<file path="config.mk">
export PLATFORM = sky130hd
export DESIGN_NAME = funnel_rshift
export DESIGN_NICKNAME = d
export VERILOG_FILES = /design/src/rtl/fsh_pkg.sv /design/src/rtl/fsh_count.sv /design/src/rtl/fsh_core.sv /design/src/rtl/fsh_flags.sv /design/src/rtl/funnel_rshift.sv
export SDC_FILE = /design/constraint.sdc
export NUM_CORES = 1
export LEC_CHECK = 0
export ABC_AREA = 1
export BUFFER_PORTS_ARGS = -buffer_cell sky130_fd_sc_hd__clkbuf_2
export CORE_MARGIN = 1.5
export CORE_UTILIZATION = 60
export CTS_BUF_LIST = sky130_fd_sc_hd__clkbuf_8
export CTS_CLUSTER_SIZE = 28
export DETAILED_ROUTE_END_ITERATION = 7
export MAX_ROUTING_LAYER = met4
export PLACE_DENSITY = 0.95
export SKIP_LAST_GASP = 1
export SLEW_MARGIN = 20
export SYNTH_ARGS = -nofsm -noshare
export SYNTH_HDL_FRONTEND = slang
export SYNTH_HIERARCHICAL = 1
export SYNTH_SLANG_ARGS = --single-unit
</file>
<file path="constraint.sdc">
create_clock -name clk -period 0.9 [get_ports clk]
set_input_delay 0.225 -clock clk [delete_from_list [all_inputs] [get_ports clk]]
set_output_delay 0.225 -clock clk [all_outputs]
set_load 0.01 [all_outputs]
</file>
<file path="src/rtl/fsh_pkg.sv">
package fsh_pkg;
   typedef enum logic [1:0] {
      SZ_16  = 2'b00,
      SZ_32  = 2'b01,
      SZ_64  = 2'b10,
      SZ_64X = 2'b11
   } size_e;

   localparam int FL_CF = 0;
   localparam int FL_PF = 1;
   localparam int FL_AF = 2;
   localparam int FL_ZF = 3;
   localparam int FL_SF = 4;
   localparam int FL_OF = 5;
   localparam int NFLAG = 6;
endpackage

</file>
<file path="src/rtl/fsh_count.sv">
module fsh_count
   import fsh_pkg::*;
#(
   parameter int DW = 64,
   parameter int CW = 6,
   localparam int MW = $clog2(DW)
) (
   input  logic [CW-1:0] cnt,
   input  size_e         sz,
   input  logic          wide,
   output logic [MW-1:0] mcnt,
   output logic          over
);
   if (CW < MW) begin : g_cw_chk
      $error("fsh_count: count width too narrow");
   end

   always_comb begin
      if (sz[1] && wide) mcnt = cnt[MW-1:0];
      else               mcnt = {1'b0, cnt[MW-2:0]};
      over = (sz == SZ_16) && (mcnt > MW'(DW/4));
   end
endmodule

</file>
<file path="src/rtl/fsh_core.sv">
module fsh_core
   import fsh_pkg::*;
#(
   parameter int DW = 64,
   localparam int MW = $clog2(DW),
   localparam int NL = 3
) (
   input  logic [DW-1:0] dst,
   input  logic [DW-1:0] src,
   input  logic [MW-1:0] mcnt,
   input  size_e         sz,
   output logic [DW-1:0] res,
   output logic          cf_bit,
   output logic          dsign,
   output logic          rsign
);
   logic [DW-1:0] lane_res [NL];
   logic [NL-1:0] lane_cf, lane_ds, lane_rs;
   logic [MW-1:0] dm1;

   assign dm1 = mcnt - 1'b1;

   for (genvar g = 0; g < NL; g++) begin : g_lane
      localparam int W  = (DW / 4) << g;
      localparam int LW = $clog2(W);
      logic [2*W-1:0] cat;
      logic [W-1:0]   sh;
      logic [W-1:0]   dlo;
      assign dlo = dst[W-1:0];
      assign cat = {src[W-1:0], dlo};
      assign sh  = W'(cat >> mcnt);
      assign lane_res[g] = DW'(sh);
      assign lane_cf[g]  = dlo[dm1[LW-1:0]];
      assign lane_ds[g]  = dlo[W-1];
      assign lane_rs[g]  = sh[W-1];
   end

   always_comb begin
      int idx;
      idx = sz[1] ? 2 : (sz[0] ? 1 : 0);
      res    = lane_res[idx];
      cf_bit = lane_cf[idx];
      dsign  = lane_ds[idx];
      rsign  = lane_rs[idx];
   end
endmodule

</file>
<file path="src/rtl/fsh_flags.sv">
module fsh_flags
   import fsh_pkg::*;
#(
   parameter int DW = 64,
   localparam int MW = $clog2(DW)
) (
   input  logic [DW-1:0]    res,
   input  logic [MW-1:0]    mcnt,
   input  logic             over,
   input  logic             cf_bit,
   input  logic             dsign,
   input  logic             rsign,
   output logic [DW-1:0]    fin_res,
   output logic [NFLAG-1:0] fval,
   output logic [NFLAG-1:0] fwen
);
   logic shifted;
   assign shifted = (mcnt != '0) && !over;

   always_comb begin
      fin_res = over ? '0 : res;
      fval    = '0;
      fwen    = '0;
      if (shifted) begin
         fval[FL_CF] = cf_bit;
         fval[FL_PF] = ~^res[7:0];
         fval[FL_ZF] = (res == '0);
         fval[FL_SF] = rsign;
         fwen[FL_CF] = 1'b1;
         fwen[FL_PF] = 1'b1;
         fwen[FL_ZF] = 1'b1;
         fwen[FL_SF] = 1'b1;
         if (mcnt == MW'(1)) begin
            fval[FL_OF] = rsign ^ dsign;
            fwen[FL_OF] = 1'b1;
         end
      end
   end


   always_comb begin
      af_quiet_chk: assert (fwen[FL_AF] == 1'b0 || $isunknown(fwen));
   end
endmodule

</file>
<file path="src/rtl/funnel_rshift.sv">
module funnel_rshift
   import fsh_pkg::*;
#(
   parameter int DW = 64,
   parameter int CW = 6,
   localparam int MW = $clog2(DW)
) (
   input  logic             clk,
   input  logic             rst_n,
   input  logic             in_valid,
   input  logic [DW-1:0]    dst,
   input  logic [DW-1:0]    src,
   input  logic [CW-1:0]    cnt,
   input  logic [1:0]       size_sel,
   input  logic             wide_mode,
   output logic             out_valid,
   output logic [DW-1:0]    result,
   output logic             undef,
   output logic [NFLAG-1:0] flag_val,
   output logic [NFLAG-1:0] flag_wen
);
   if (DW != 64) begin : g_dw_chk
      $error("funnel_rshift: DW must be 64 for the 16/32/64 lanes");
   end

   logic [MW-1:0]    mcnt;
   logic             over, cf_bit, dsign, rsign;
   logic [DW-1:0]    raw_res, fin_res;
   logic [NFLAG-1:0] fval, fwen;

   fsh_count #(.DW(DW), .CW(CW)) u_cnt (
      .cnt(cnt), .sz(size_e'(size_sel)), .wide(wide_mode),
      .mcnt(mcnt), .over(over)
   );

   fsh_core #(.DW(DW)) u_core (
      .dst(dst), .src(src), .mcnt(mcnt), .sz(size_e'(size_sel)),
      .res(raw_res), .cf_bit(cf_bit), .dsign(dsign), .rsign(rsign)
   );

   fsh_flags #(.DW(DW)) u_flags (
      .res(raw_res), .mcnt(mcnt), .over(over), .cf_bit(cf_bit),
      .dsign(dsign), .rsign(rsign),
      .fin_res(fin_res), .fval(fval), .fwen(fwen)
   );

   always_ff @(posedge clk or negedge rst_n) begin
      if (!rst_n) begin
         out_valid <= 1'b0;
         result    <= '0;
         undef     <= 1'b0;
         flag_val  <= '0;
         flag_wen  <= '0;
      end else begin
         out_valid <= in_valid;
         if (in_valid) begin
            result   <= fin_res;
            undef    <= over;
            flag_val <= fval;
            flag_wen <= fwen;
         end
      end
   end


   valid_delay_chk: assert property (@(posedge clk) disable iff (!rst_n)
      out_valid == $past(in_valid));


   hold_chk: assert property (@(posedge clk) disable iff (!rst_n)
      !in_valid |=> $stable(result) && $stable(flag_wen) && $stable(undef));


   undef_quiet_chk: assert property (@(posedge clk) disable iff (!rst_n)
      undef |-> (flag_wen == '0) && (result == '0) && (flag_val == '0));


   of_needs_cf_chk: assert property (@(posedge clk) disable iff (!rst_n)
      flag_wen[FL_OF] |-> flag_wen[FL_CF]);


   zf_match_chk: assert property (@(posedge clk) disable iff (!rst_n)
      (flag_wen[FL_ZF] && flag_val[FL_ZF]) |-> (result == '0));
endmodule

</file>
==> results of run 1 <==
[through the flow]
step                      setup TNS, ns    util  instance area, sq um
after CTS                        -95.03  0.8706                 19830
after detailed placement        -115.72  0.7998                 18220
after global placement          -107.79  0.7998                 18220
after floorplan                  -62.22       -                 14400
[kinds of logic after synthesis]
kind of cell	after synthesis
other	1
AOI/OAI and AO/OA	170
DFF	78
xor gates and xnor gates	8
and+or+nand+nor	2231
adders and majority gates	5
buffers and inverters	358
[cells in the mapped netlist (all sizes together), types with 2 or more instances]
cell type / number / area (sq um)
a211oi: 2 / 20.02
a21oi: 54 / 270.3
a22o: 2 / 17.52
a22oi: 2 / 15.01
a31oi: 2 / 12.51
and2: 4 / 25.03
buf: 164 / 920.9
clkbuf: 39 / 146.4
dfrtp: 78 / 1952
ha: 5 / 62.56
inv: 154 / 588.1
nand2: 1292 / 4852
nand3: 702 / 3513
nand4: 10 / 62.56
nor2: 196 / 743.2
nor3: 21 / 110.1
o211ai: 14 / 105.1
o21a: 2 / 15.01
o21ai: 90 / 454.2
or2: 4 / 25.02
xnor2: 4 / 42.55
xor2: 4 / 42.55
[what timing repair did]
action / CTS
hold endpoints to repair: 78
hold buffers: 1
gates resized for setup: 271
pin swaps: 59
cloned: 7
buffers inserted: 18
endpoints found under the setup margin: 153
[routing by layer]
metal,overflow,GRT usage
met4,353,1.055
met1,125,0.8839
met3,97,0.8764
met2,1096,1.180
met5,-,-
==> qor.csv, run 1 <==
stage;metric;value;unit
status;status;stopped before the end;
status;Halt Stage;global routing;
status;Error;[ERROR GRT-0116] Global routing finished with congestion. Check the congestion regions in the DRC Viewer.;
synth;synthesized flop and latch total;78;
clock_tree;CTS buffer count;9;
clock_tree;clock buffer depth;2;
global_routing;All-Layer GR Usage;0.9908;
global_routing;largest net degree at the start of global routing;66;
global_routing;GRT overflow;1671;
synth;Post-Syn Area;14030;sq um
global_routing;first-pass GRT wire length;177700;um
synth;post-synth cell types;42;
synth;Synth Warn #;6;
synth;largest family of logic cells by synthesized area;simple AND/OR/NAND/NOR gates;
floorplanning;initial core utilization;0.6161;
synth;adder-cell share of the synthesized area;0.004458;
synth;Synth Area in Compound Gates;0.06597;
place;IO Port Bufs;216;
synth;ys flop type;dfrtp_1;
clock_tree;CTS Root Cell;clkbuf_8;
floorplanning;Die Y;155.9;um
global_routing;number of global-route vias before repair;30310;
clock_tree;H-tree levels;3;
synth;Seq/Total Area, Yosys;0.1391;
synth;Synth Area in Simple Gates;0.6660;
clock_tree;Sink Count;78;
place;dpl cells;3611;
synth;mux share of post-synthesis cell area;0;
place;DPL Wire Length;58850;um
floorplanning;I/O pin count;218;
synth;EDFF count, synth;0;
synth;Async S/R FF share, synth;1.000;
synth;Synth Area per Inst;4.923;sq um
floorplanning;die width;155.9;um
synth;Post-Syn Instances;2851;
place;pre-CTS setup slack;-2.102;ns
synth;Synth Area in XOR/XNOR;0.006062;
floorplanning;# rows;55;
place;GP Congestion;1.520;
==> inputs of run 2 (changes only) <==
--- a/config.mk
+++ b/config.mk
@@ -8,12 +8,9 @@
 export ABC_AREA = 1
 export BUFFER_PORTS_ARGS = -buffer_cell sky130_fd_sc_hd__clkbuf_2
 export CORE_MARGIN = 1.5
-export CORE_UTILIZATION = 60
-export CTS_BUF_LIST = sky130_fd_sc_hd__clkbuf_8
-export CTS_CLUSTER_SIZE = 28
+export CORE_UTILIZATION = 40
 export DETAILED_ROUTE_END_ITERATION = 7
-export MAX_ROUTING_LAYER = met4
-export PLACE_DENSITY = 0.95
+export PLACE_DENSITY_LB_ADDON = 0.15
 export SKIP_LAST_GASP = 1
 export SLEW_MARGIN = 20
 export SYNTH_ARGS = -nofsm -noshare
==> qor.csv, run 2 <==
stage;metric;value;unit
global_routing;first-pass GRT wire length;129900;um
global_routing;largest net degree at the start of global routing;66;
detailed_routing;vias per cell;5.915;
global_routing;initial antenna violation count;2;
layout;area delta synth->final;60.00;%
floorplanning;die width;190.3;um
status;status;complete, but fails checks;
synth;EDFF count, synth;0;
synth;Synth top area share;0.3453;
synth;Async S/R FF share, synth;1.000;
synth;Synth area leader;nand2_1;
worst_setup_path;Required @ worst endpoint;1.14;ns
hold_path;worst min path class;input port to flip-flop;
layout;max FFs per register;64;
sta;Final Cycle Share;2.850;
synth;post-synth cell types;42;
worst_setup_path;Reg-to-Reg Start;result[41]$_DFFE_PN0P_;
power;Pleak;12.39;nW
floorplanning;initial core utilization;0.4063;
worst_setup_path;WP buf/inv;5;
sta;Slew Limit Fails;0;
floorplanning;core area;34540;sq um
global_routing;All-Layer GR Usage;0.4746;
global_routing;GRT overflow;0;
detailed_routing;DRC;19;
clock_tree;Sink Count;78;
floorplanning;# rows;68;
detailed_routing;vias post-DR;23310;
worst_setup_path;CP startpoint;cnt[0];
detailed_routing;final WL;88940;um
synth;synthesized flop and latch total;78;
worst_setup_path;kind of critical path;input port to flip-flop;
power;P per Cell Area;1025;nW/um^2
layout;post-route cell area;22460;sq um
place;DPL Wire Length;68740;um
worst_setup_path;cell mode on critical path;nand3_2;
detailed_routing;Post-DRT Antenna Nets;0;
synth;most numerous cell in the Yosys netlist;nand2_1;
power;Worst VDD drop;940.1;uV
layout;Reg with most FFs;result;
worst_setup_path;Crit. End Element;flip-flop;
synth;Seq/Total Area, Yosys;0.1391;
floorplanning;Die Y;190.3;um
sta;Setup-failing EPs final;153;
worst_setup_path;crit-path leading delay family;simple AND/OR/NAND/NOR gates;
worst_setup_path;Worst Path Max Fanout;11;
worst_setup_path;depth of the worst register-to-register path;2;
synth;ys flop type;dfrtp_1;
place;GP Congestion;1.090;
layout;commonest non-fill, non-tap cells in the layout;nand2_1 (1149), buf_4 (537), nand3_1 (464), nand3_2 (215), clkbuf_2 (211);
clock_tree;clock buffer depth;2;
worst_setup_path;crit path to;flag_val[1]$_DFFE_PN0P_;
layout;NumNets Final;3624;
worst_setup_path;Startpoint Class;input port;
worst_setup_path;reg-to-reg endpoint;result[41]$_DFFE_PN0P_;
worst_setup_path;WP data arrival;2.80;ns
synth;Post-Syn Area;14030;sq um
synth;Synth area leaders;nand2_1 (35%), nand3_1 (25%), dfrtp_1 (14%), nor2_1 (5.2%), inv_1 (3.9%);
clock_tree;H-tree levels;3;
worst_setup_path;r2r setup slk;0.17;ns
synth;Post-Syn Instances;2851;
sta;final hold violations;0;
sta;unrepaired setup endpoints after global routing;yes;
floorplanning;I/O pin count;218;
layout;FF/Latch Area;1952;sq um
detailed_routing;DRT iter0 DRCs;3076;
place;placed cell area;19560;sq um
clock_tree;Clk pin slew, worst setup/hold paths;0.06;ns
synth;Synth Area per Inst;4.923;sq um
clock_tree;CTS Root Cell;clkbuf_16;
clock_tree;CTS buffer count;9;
layout;Multi-input gate area;12560;sq um
worst_setup_path;CP max stage cell;ha_1;
sta;Max Freq;389.8;MHz
layout;FILL cells;3312;
synth;Synth Warn #;6;
detailed_routing;wire per inst;22.57;um
layout;Largest regs;result (64), flag_val (6), flag_wen (6);
layout;commonest non-fill, non-tap cell in the layout;nand2_1;
layout;share of post-route cells with drive strength above 1;0.3787;
worst_setup_path;CP Depth;19;
synth;synth cell count leaders;nand2_1 (1291), nand3_1 (702), nor2_1 (193);
sta;PnR worst setup slack;-1.665;ns
floorplanning;die area;36220;sq um
status;failing checks;DRC, setup timing;
sta;Final Critical Period;2.565;ns
global_routing;number of global-route vias before repair;22230;
clock_tree;CTS tree;yes;
detailed_routing;drt pass-1 iters;8;
sta;Layout Skew;0;ns
place;IO Port Bufs;216;
worst_setup_path;crit-path max cell delay;0.34;ns
worst_setup_path;Critical Path, Cell by Cell;buf_16 > inv_16 > buf_12 > buf_4 > nand2_1 > nand3_1 > nand3_2 > nand3_2 > nand3_2 > nand3_2 > nand3_1 > nand3_1 > inv_1 > ha_1 > xor2_2 > xnor2_1 > nor2_1 > nand2_1 > nand2_1;
power;total power;23.01;mW
clock_tree;insertion delay to the later sink of the worst-skew pair;0.34;ns
flow_run;Max-cap violations;0;
## run 2: cell counts after synthesis
No cell type changed its count.
## run 2: logic make-up (layout without fill, tap and decap cells)
logic type	Yosys count	in the layout	synth area share
AO/OA/AOI/OAI	170	170	0.06597
XOR/XNOR	8	8	0.006064
adder cells (fa/ha/maj)	5	5	0.004458
buffers and inverters	358	989	0.1182
flip-flops	78	78	0.1391
other	1	4	0.0002672
AND/OR/NAND/NOR	2231	2231	0.6660
## run 2: worst min-delay path by stage
stage / from / to / slack [ns] / cells past startpoint
after floorplan: rst_n / flag_val[0]$_DFFE_PN0P_ / -0.07 / 0
after global placement: rst_n / result[40]$_DFFE_PN0P_ / 0.08 / 1
after detailed placement: rst_n / result[40]$_DFFE_PN0P_ / 0.1 / 1
after CTS: in_valid / result[0]$_DFFE_PN0P_ / 0.24 / 4
after global routing: in_valid / out_valid$_DFF_PN0_ / 0.27 / 2
final: in_valid / result[0]$_DFFE_PN0P_ / 0.26 / 4
## run 2: where the power goes
part / internal (mW) / switching [mW]
Sequential: 3.94 / 0.276
Combinational: 6.08 / 9.26
Clock: 1.93 / 1.53
Total: 11.9 / 11.1
## run 2: metrics by stage
| stage | TNS (ns) | utilization | hold WS, ns | cells | setup WS [ns] |
|---|---|---|---|---|---|
| 2_1_floorplan | -62.22 | - | -0.07059 | 2852 | -1.476 |
| 3_3_place_gp | -120.31 | 0.5661 | 0.08474 | 3877 | -2.200 |
| 3_5_place_dp | -122.76 | 0.5661 | 0.09821 | 3877 | -2.193 |
| 4_1_cts | -98.52 | 0.6193 | 0.2450 | 3925 | -1.453 |
| 5_1_grt | -114.15 | 0.6500 | 0.2657 | 3939 | -1.749 |
| 6_report | -104.43 | 0.6501 | 0.2573 | 3940 | -1.665 |
## run 2: timing repair
item                                   in CTS  in global routing
setup endpoints to repair                 153                153
endpoints found under the hold margin      45                  0
buffers inserted                           28                  9
pin swaps                                  86                 61
gates cloned                                6                  4
gates resized for setup                   311                215
hold buffers                                1                  0
## run 2: final cells by class
class / instances / share of cell area
sequential: 78 / 0.08692
antenna: 2 / 0.0002229
clock inverter: 5 / 0.001504
multi-input combinational: 2416 / 0.5593
clock buffer: 10 / 0.01064
inverter: 155 / 0.02736
timing repair buffer: 819 / 0.2887
tap: 455 / 0.02535
## run 2: layer usage
metal,routed length (um),track usage
met1,33170,0.5695
met2,38310,0.7408
met3,9236,0.09845
met4,8213,0.3664
met5,13,0
## run 2: worst reg2reg max path: stages (launching register included)
cell and delay (ns):
dfrtp_1 0.43, nand2_1 0.09, nand2_1 0.09
Note: power is estimated with default switching activity, not from simulation.
